<file path="src/rtl/pwm_timer_pkg.sv">
package pwm_timer_pkg;
  typedef enum logic {
    SENSE_HIGH_BELOW = 1'b0,
    SENSE_LOW_BELOW  = 1'b1
  } cmp_sense_e;
endpackage

</file>
<file path="src/rtl/pwm_prescaler.sv">
module pwm_prescaler #(
  parameter int EXP_W = 4
) (
  input  logic             clk,
  input  logic             rst,
  input  logic             run,
  input  logic [EXP_W-1:0] psc_exp,
  output logic             tick
);
  localparam int DIV_W = 1 << EXP_W;

  logic [DIV_W-1:0] div_cnt;
  logic [DIV_W-1:0] limit;

  assign limit = (DIV_W'(1) << psc_exp) - DIV_W'(1);
  assign tick  = run && (div_cnt >= limit);

  always_ff @(posedge clk) begin
    if (rst)       div_cnt <= '0;
    else if (run)  div_cnt <= tick ? '0 : div_cnt + DIV_W'(1);
  end

  // a stopped timer keeps its prescale phase
  p_psc_hold_r4: assert property (@(posedge clk) disable iff (rst)
    !run |=> $stable(div_cnt));
endmodule

</file>
<file path="src/rtl/pwm_counter.sv">
module pwm_counter #(
  parameter int CNT_W = 16
) (
  input  logic             clk,
  input  logic             rst,
  input  logic             tick,
  input  logic             arr_preload,
  input  logic             arr_wr,
  input  logic [CNT_W-1:0] wr_data,
  output logic [CNT_W-1:0] cnt,
  output logic             wrap
);
  logic [CNT_W-1:0] arr_hold;
  logic [CNT_W-1:0] arr_act;

  assign wrap = tick && (cnt >= arr_act);

  always_ff @(posedge clk) begin
    if (rst) begin
      arr_hold <= '0;
      arr_act  <= '0;
      cnt      <= '0;
    end else begin
      if (arr_wr) arr_hold <= wr_data;
      if (arr_wr && !arr_preload)  arr_act <= wr_data;
      else if (wrap && arr_preload) arr_act <= arr_wr ? wr_data : arr_hold;
      if (tick) cnt <= wrap ? '0 : cnt + CNT_W'(1);
    end
  end

  // the update event restarts the count
  p_wrap_zero_r3: assert property (@(posedge clk) disable iff (rst)
    wrap |=> (cnt == '0));
  // a prescaled step without wrap adds exactly one
  p_step_one_r3: assert property (@(posedge clk) disable iff (rst)
    (tick && !wrap) |=> (cnt == $past(cnt) + CNT_W'(1)));
  // no step without a prescaler tick
  p_cnt_hold_r4: assert property (@(posedge clk) disable iff (rst)
    !tick |=> $stable(cnt));
endmodule

</file>
<file path="src/rtl/pwm_channel.sv">
module pwm_channel #(
  parameter int CNT_W = 16
) (
  input  logic             clk,
  input  logic             rst,
  input  logic [CNT_W-1:0] cnt,
  input  logic             wrap,
  input  logic             preload,
  input  logic             wr,
  input  logic [CNT_W-1:0] wr_data,
  input  logic             mode,
  input  logic             pol,
  input  logic             en,
  output logic             out
);
  import pwm_timer_pkg::*;

  logic [CNT_W-1:0] thr_hold;
  logic [CNT_W-1:0] thr_act;
  logic             below;
  logic             ref_lvl;

  assign below   = cnt < thr_act;
  assign ref_lvl = (cmp_sense_e'(mode) == SENSE_HIGH_BELOW) ? below : !below;

  always_ff @(posedge clk) begin
    if (rst) begin
      thr_hold <= '0;
      thr_act  <= '0;
      out      <= 1'b0;
    end else begin
      if (wr) thr_hold <= wr_data;
      if (wr && !preload)       thr_act <= wr_data;
      else if (wrap && preload) thr_act <= wr ? wr_data : thr_hold;
      out <= en ? (ref_lvl ^ pol) : pol;
    end
  end

  // a disabled channel sits at its inactive level
  p_off_level_r8: assert property (@(posedge clk) disable iff (rst)
    !en |=> (out == $past(pol)));
  // threshold zero in mode 0 never produces an active sample
  p_zero_thr_r6: assert property (@(posedge clk) disable iff (rst)
    (en && !mode && thr_act == '0) |=> (out == $past(pol)));
endmodule

</file>
<file path="src/rtl/pwm_timer_top.sv">
module pwm_timer_top #(
  parameter int CNT_W = 16,
  parameter int EXP_W = 4,
  parameter int CH_N  = 3
) (
  input  logic             clk,
  input  logic             rst,
  input  logic             cnt_en,
  input  logic [EXP_W-1:0] psc_exp,
  input  logic             arr_preload,
  input  logic             arr_wr,
  input  logic [CH_N-1:0]  cmp_preload,
  input  logic [CH_N-1:0]  cmp_wr,
  input  logic [CNT_W-1:0] wr_data,
  input  logic [CH_N-1:0]  ch_mode,
  input  logic [CH_N-1:0]  ch_pol,
  input  logic [CH_N-1:0]  ch_en,
  input  logic             upd_irq_en,
  input  logic             upd_clr,
  output logic [CH_N-1:0]  pwm_out,
  output logic             upd_flag,
  output logic [CNT_W-1:0] count
);
  logic tick;
  logic wrap;

  pwm_prescaler #(.EXP_W(EXP_W)) i_psc (
    .clk(clk), .rst(rst), .run(cnt_en), .psc_exp(psc_exp), .tick(tick)
  );

  pwm_counter #(.CNT_W(CNT_W)) i_cnt (
    .clk(clk), .rst(rst), .tick(tick), .arr_preload(arr_preload),
    .arr_wr(arr_wr), .wr_data(wr_data), .cnt(count), .wrap(wrap)
  );

  for (genvar g = 0; g < CH_N; g++) begin : g_ch
    pwm_channel #(.CNT_W(CNT_W)) i_ch (
      .clk(clk), .rst(rst), .cnt(count), .wrap(wrap),
      .preload(cmp_preload[g]), .wr(cmp_wr[g]), .wr_data(wr_data),
      .mode(ch_mode[g]), .pol(ch_pol[g]), .en(ch_en[g]), .out(pwm_out[g])
    );
  end

  always_ff @(posedge clk) begin
    if (rst)                      upd_flag <= 1'b0;
    else if (wrap && upd_irq_en)  upd_flag <= 1'b1;
    else if (upd_clr)             upd_flag <= 1'b0;
  end

  // the flag only rises after an enabled update event
  p_flag_src_r11: assert property (@(posedge clk) disable iff (rst)
    $rose(upd_flag) |-> $past(wrap && upd_irq_en));
  // a clear without a competing set empties the flag
  p_flag_clr_r11: assert property (@(posedge clk) disable iff (rst)
    (upd_clr && !(wrap && upd_irq_en)) |=> !upd_flag);
endmodule

</file>
<file path="config.mk">
export PLATFORM = sky130hd
export DESIGN_NAME = pwm_timer_top
export DESIGN_NICKNAME = d
export VERILOG_FILES = /design/src/rtl/pwm_timer_pkg.sv /design/src/rtl/pwm_prescaler.sv /design/src/rtl/pwm_counter.sv /design/src/rtl/pwm_channel.sv /design/src/rtl/pwm_timer_top.sv
export SDC_FILE = /design/constraint.sdc
export NUM_CORES = 1
export LEC_CHECK = 0
export ABC_AREA = 1
export CORE_ASPECT_RATIO = 0.9
export CORE_UTILIZATION = 55
export CTS_BUF_LIST = sky130_fd_sc_hd__clkbuf_2
export CTS_CLUSTER_SIZE = 28
export DETAILED_ROUTE_END_ITERATION = 7
export MAX_ROUTING_LAYER = met4
export PLACE_DENSITY = 0.75
export SETUP_SLACK_MARGIN = 0.4
export SLEW_MARGIN = 20
export SYNTH_ARGS = -nofsm -noshare
export SYNTH_HDL_FRONTEND = slang
export SYNTH_SLANG_ARGS = --single-unit
</file>
<file path="constraint.sdc">
create_clock -name clk -period 4.6 [get_ports clk]
set_input_delay 1.38 -clock clk [delete_from_list [all_inputs] [get_ports clk]]
set_output_delay 1.38 -clock clk [all_outputs]
set_load 0.1 [all_outputs]
</file>
Word level (Yosys, flattened, before mapping)
Cells that the tools add are included.
- register bits: 164
- input bits: 42
- word-level logic and storage cells: 71
- order comparisons: 5
- shift operators: 1
- muxes and demuxes: 22
- reductions and logical operators: 23
- bitwise gates (word level): 3
- add/subtract/negate cells: 3
- operators with widths (kind ; count):
    16-bit two-way mux ; 14
    16-bit less-than comparator ; 3
    16-bit by 1-bit adder with 16-bit output (second input constant) ; 2
    16-bit >= comparator ; 2
    1-bit by 4-bit left shift with 16-bit output (first input constant) ; 1
    16-bit by 2-bit subtractor with 16-bit output (second input constant) ; 1
    1-bit logical AND ; 11
    2-bit nonzero test ; 5
    1-bit two-way mux ; 8
    1-bit zero test ; 7
    1-bit XOR ; 3

Longest topological paths before layout
- depth after elaboration: 8
- depth in mapped cells: 23

Modules after synthesis
Synthesis repeated with hierarchy kept, for this count alone.
- cells, all modules: 1056
- area, all modules: 8667.1 sq um
- by module, submodules not included (module ; cells an instance ; area an instance (sq um) ; times used):
    pwm_channel ; 185 ; 1665.3 ; 3
    pwm_counter ; 311 ; 2317.2 ; 1
    pwm_prescaler ; 185 ; 1313.8 ; 1
    pwm_timer_top ; 5 ; 40.0 ; 1

Least setup slack after synthesis
Ideal clock, no wire load.
- path kind: input-to-reg
- start: in psc_exp[2]
- end: reg g_ch[0].i_ch.thr_act[11]
- path slack: 0.725 ns
- arrival time: 3.762 ns
- stages on the path: 23
- path through: buf_2 nor2_1 nand2_1 ha_1 nand2_1 a21oi_1 nand2_1 nor2_1 nand2_1 xnor2_1 ha_1 nand4_1 nor2_1 nand2_1 clkinv_1 nand2_2 a21oi_4 nand3_1 nand2_2 buf_6 nand2_1 nand2_1 nor2_1
- longest elaborated chain between the ends: 7
- ends and longest elaborated chain (what ; RTL line ; text):
    start, declared ; pwm_timer_top.sv:9 ; input logic [EXP_W-1:0] psc_exp,
    1-bit by 4-bit left shift with 16-bit output ; pwm_prescaler.sv:15 ; assign limit = (DIV_W'(1) << psc_exp) - DIV_W'(1);
    16-bit by 2-bit subtractor with 16-bit output ; pwm_prescaler.sv:15 ;
    16-bit >= comparator ; pwm_prescaler.sv:16 ; assign tick = run && (div_cnt >= limit);
    1-bit logical AND ; pwm_prescaler.sv:16 ;
    1-bit logical AND ; pwm_counter.sv:16 ; assign wrap = tick && (cnt >= arr_act);
    1-bit logical AND ; pwm_channel.sv:34 ; else if (wrap && preload) thr_act <= wr ? wr_data : thr_hold;
    2-bit nonzero test (no line) ; n/a ;
    end signal, assigned ; pwm_channel.sv:33 ; if (wr && !preload) thr_act <= wr_data;
    end signal, assigned ; pwm_channel.sv:34 ;
    end, declared ; pwm_channel.sv:19 ; logic [CNT_W-1:0] thr_act;
Every way passes these cells.
A chain may end at the register's enable or synchronous reset.

Worst setup path after layout
- start: reg i_cnt.cnt[5]
- end: out count[5]
- RTL lines (what ; RTL line ; text):
    start, declared ; pwm_counter.sv:10 ; output logic [CNT_W-1:0] cnt,
    start signal, assigned ; pwm_counter.sv:27 ; if (tick) cnt <= wrap ? '0 : cnt + CNT_W'(1);
    end, declared ; pwm_timer_top.sv:22 ; output logic [CNT_W-1:0] count
No word-level cell between the ends.

==> results.sh <==
export IMPL_outcome="finished, final reports clean"
export IMPL_critical_path_cell_chain="buf_4, clkdlybuf4s50_1"
export IMPL_ys_seq_elements=164
export IMPL_slew_headroom=0.295
export IMPL_die_x_um=135
export IMPL_final_net_count=1453
export IMPL_synth_most_common_cell="sky130_fd_sc_hd__nand2_1"
export IMPL_antenna_found_initial=0
export IMPL_detailedPlacementHpwl_um=14600
export IMPL_synth_top_cells_by_count="sky130_fd_sc_hd__nand2_1, sky130_fd_sc_hd__nor2_1, sky130_fd_sc_hd__dfxtp_1, sky130_fd_sc_hd__inv_1, sky130_fd_sc_hd__ha_1"
export IMPL_slowest_stage="sky130_fd_sc_hd__clkdlybuf4s50_1"
export IMPL_floorplan_initialDensity=0.563
export IMPL_max_cap_violations=0
export IMPL_post_drt_via_cell_ratio=5.04
export IMPL_min_path_type="flip-flop to flip-flop"
export IMPL_die_h_um=121
export IMPL_instances_no_fill=1545
export IMPL_synth_async_sr_flop_share=0
export IMPL_tritoncts="built"
export IMPL_numPortBuffers=61
export IMPL_preCtsSetupSlack_ns=-0.0212
export IMPL_core_region_area_um2=15400
export IMPL_vias_in_the_first_global_route=6841
export IMPL_grt_pass1_wl_um=33000
export IMPL_post_cts_hold_buffer_count=0
export IMPL_synth_top_area_share=0.377
export IMPL_postCtsResizedCells=0
export IMPL_final_critical_path_setup_slack_ns=0.740
export IMPL_layout_min_cycle_time_ns=3.86
export IMPL_register_area_um2=3280
export IMPL_critical_path_endpoint_category="output pin"
export IMPL_initialDrtViolationCount=452
export IMPL_tns_ns=0
export IMPL_skew_ns=0.0548
export IMPL_fin_crit_sh=0.839
export IMPL_ys_dominant_reg_cell="sky130_fd_sc_hd__dfxtp_1"
export IMPL_arrival_ns=2.48
export IMPL_via_count=7791
export IMPL_drive_above_1_share=0.0551
export IMPL_grt_util_all_layers=0.270
export IMPL_post_synth_inst_count=1269
export IMPL_slew_violations=0
export IMPL_cts_root_buf="sky130_fd_sc_hd__clkbuf_2"
export IMPL_syn2layout_area_growth_pct=12.0
export IMPL_finalCoreUtilization=0.631
export IMPL_syn_num_nets=1391
export IMPL_power_density_nw_per_um2=272
export IMPL_multi_input_area_um2=4580
export IMPL_number_of_setup_violations_in_the_final_report=0
export IMPL_number_of_detailed_routing_iterations_run_before_antenna_repair=5
export IMPL_reg2reg_depth=14
export IMPL_grt_overflow=0
export IMPL_placed_cells=1514
export IMPL_power_leakage_uw=0.00466
export IMPL_largest_stage_delay_on_the_critical_path_ns=1.16
export IMPL_ir_worst_vdd_v=0.000200
export IMPL_number_of_enable_flip_flop_cells_after_synthesis=0
export IMPL_clock_sink_count=164
export IMPL_setup_repair_after_global_routing_missed_its_margin="no"
export IMPL_fmaxAchievable_mhz=259
export IMPL_cts_inserted_buffers=17
export IMPL_std_cell_rows=43
export IMPL_finalHoldViolations=0
export IMPL_startpoint_type="flip-flop"
export IMPL_synthDominantAreaCellType="sky130_fd_sc_hd__dfxtp_1"
export IMPL_design_die_area_um2=16300
export IMPL_slew_at_the_pin_closest_to_its_max_slew_limit_ns=1.05
export IMPL_cts_clk_slew_worst_paths_ns=0.23
export IMPL_fillers=1453
export IMPL_hold_path_depth=2
export IMPL_remaining_drc_errors=0
export IMPL_sequential_element_share_of_the_synthesized_area=0.377
export IMPL_n_antenna_cell=0
export IMPL_wl_per_cell_um=13.3
export IMPL_cts_htree_levels=4
export IMPL_total_power_uw=2650
export IMPL_clk_insertion_delay_late_ns=0.78
export IMPL_ys_warnings_count=0
export IMPL_required_ns=3.22
export IMPL_cts_repair_timing_setup_buffer_count=0
export IMPL_crit_path_max_fanout=9
export IMPL_syn_avg_cell_area_um2=6.85
export IMPL_yosys_top_cells_area="sky130_fd_sc_hd__dfxtp_1, sky130_fd_sc_hd__nand2_1, sky130_fd_sc_hd__ha_1"
export IMPL_place_congestion=0.902
export IMPL_finalWirelength_um=20500
export IMPL_ys_types=33
export IMPL_area_of_the_mapped_netlist_um2=8700
export IMPL_floorplan_io_pins=62
export IMPL_maximum_number_of_pins_on_one_net_before_global_route_repair=75
export IMPL_max_clock_path_buffers=2
export IMPL_critical_path_class="flip-flop to output pin"
export IMPL_antenna_violating_nets_post_route=0
## power breakdown
group,switching [uW],internal [uW]
sequential,29.1,1500
clock,546,145
combinational,263,158
total,838,1810
## state kept, by name, summed over array words and instances (netlist names)
name	cells
i_psc.div_cnt	16
g_ch.i_ch.thr_hold	48
upd_flag	1
i_cnt.cnt	16
g_ch.i_ch.thr_act	48
i_cnt.arr_hold	16
i_cnt.arr_act	16
g_ch.i_ch.out	3
## critical path, delay by kind of cell, from the launching register on
| kind | cells | cell delay (ns) |
|---|---|---|
| flip-flops | 1 | 0.37 |
| buffers and inverters | 2 | 1.36 |
## cells by family (layout without fill, tap and decap cells)
group	Yosys count	in the layout	share of synthesized area
other	1	1	0.000431
XOR/XNOR	22	22	0.0222
AO/OA/AOI/OAI	140	140	0.0839
buffers and inverters	194	268	0.0959
adder cells (fa/ha/maj)	80	80	0.115
flip-flops	164	164	0.377
AND/OR/NAND/NOR	668	668	0.305
## final timing paths
path                               from                              to  slack, ns
min               upd_flag$_SDFFE_PP0P_           upd_flag$_SDFFE_PP0P_       0.49
max reg2reg  i_cnt.cnt[13]$_SDFFE_PP0N_  i_cnt.arr_act[14]$_SDFFE_PP0P_       2.20
max           i_cnt.cnt[5]$_SDFFE_PP0N_                        count[5]       0.74
min reg2reg       upd_flag$_SDFFE_PP0P_           upd_flag$_SDFFE_PP0P_       0.49
## layer usage
metal	wire (um)	share of wire	global-route usage	vias up
met2	8970	0.44	0.411	204
li1	-	-	-	4084
met4	403	0.020	0.0822	0
met3	1250	0.061	0.0543	31
met5	0	0	-	-
met1	9880	0.48	0.362	3472
## area by class of cell
class	instances	share of cell area
multi-input cells	911	0.470
flip-flops and latches	164	0.337
repair buffers	90	0.0905
inverters	147	0.0567
well taps	202	0.0260
clock inverters	14	0.0107
clock buffers	17	0.00874
## cell usage in the layout (no fill, tap or decap), drive strengths merged, types with 2 or more instances in the layout
cell type / Yosys / final
nand2: 344 / 344
nor2: 252 / 252
dfxtp: 164 / 164
inv: 146 / 151
ha: 80 / 80
o21ai: 80 / 80
clkdlybuf4s50: 0 / 59
a21oi: 52 / 52
nand3: 37 / 37
buf: 30 / 31
xor2: 17 / 17
clkbuf: 17 / 17
nor3: 16 / 16
nand4: 10 / 10
clkinv: 1 / 7
xnor2: 5 / 5
a21o: 4 / 4
nand3b: 4 / 4
nor4: 3 / 3
clkinvlp: 0 / 3
o22ai: 2 / 2
## metrics by stage
step | instance area, um2 | hold slack (ns)
global placement | 9550 | 0.459
finish | 9740 | 0.488
CTS | 9740 | 0.488
floorplan | 8700 | 0.454
detailed placement | 9550 | 0.462
global route | 9740 | 0.515
Power figures use the tool's default switching activity.
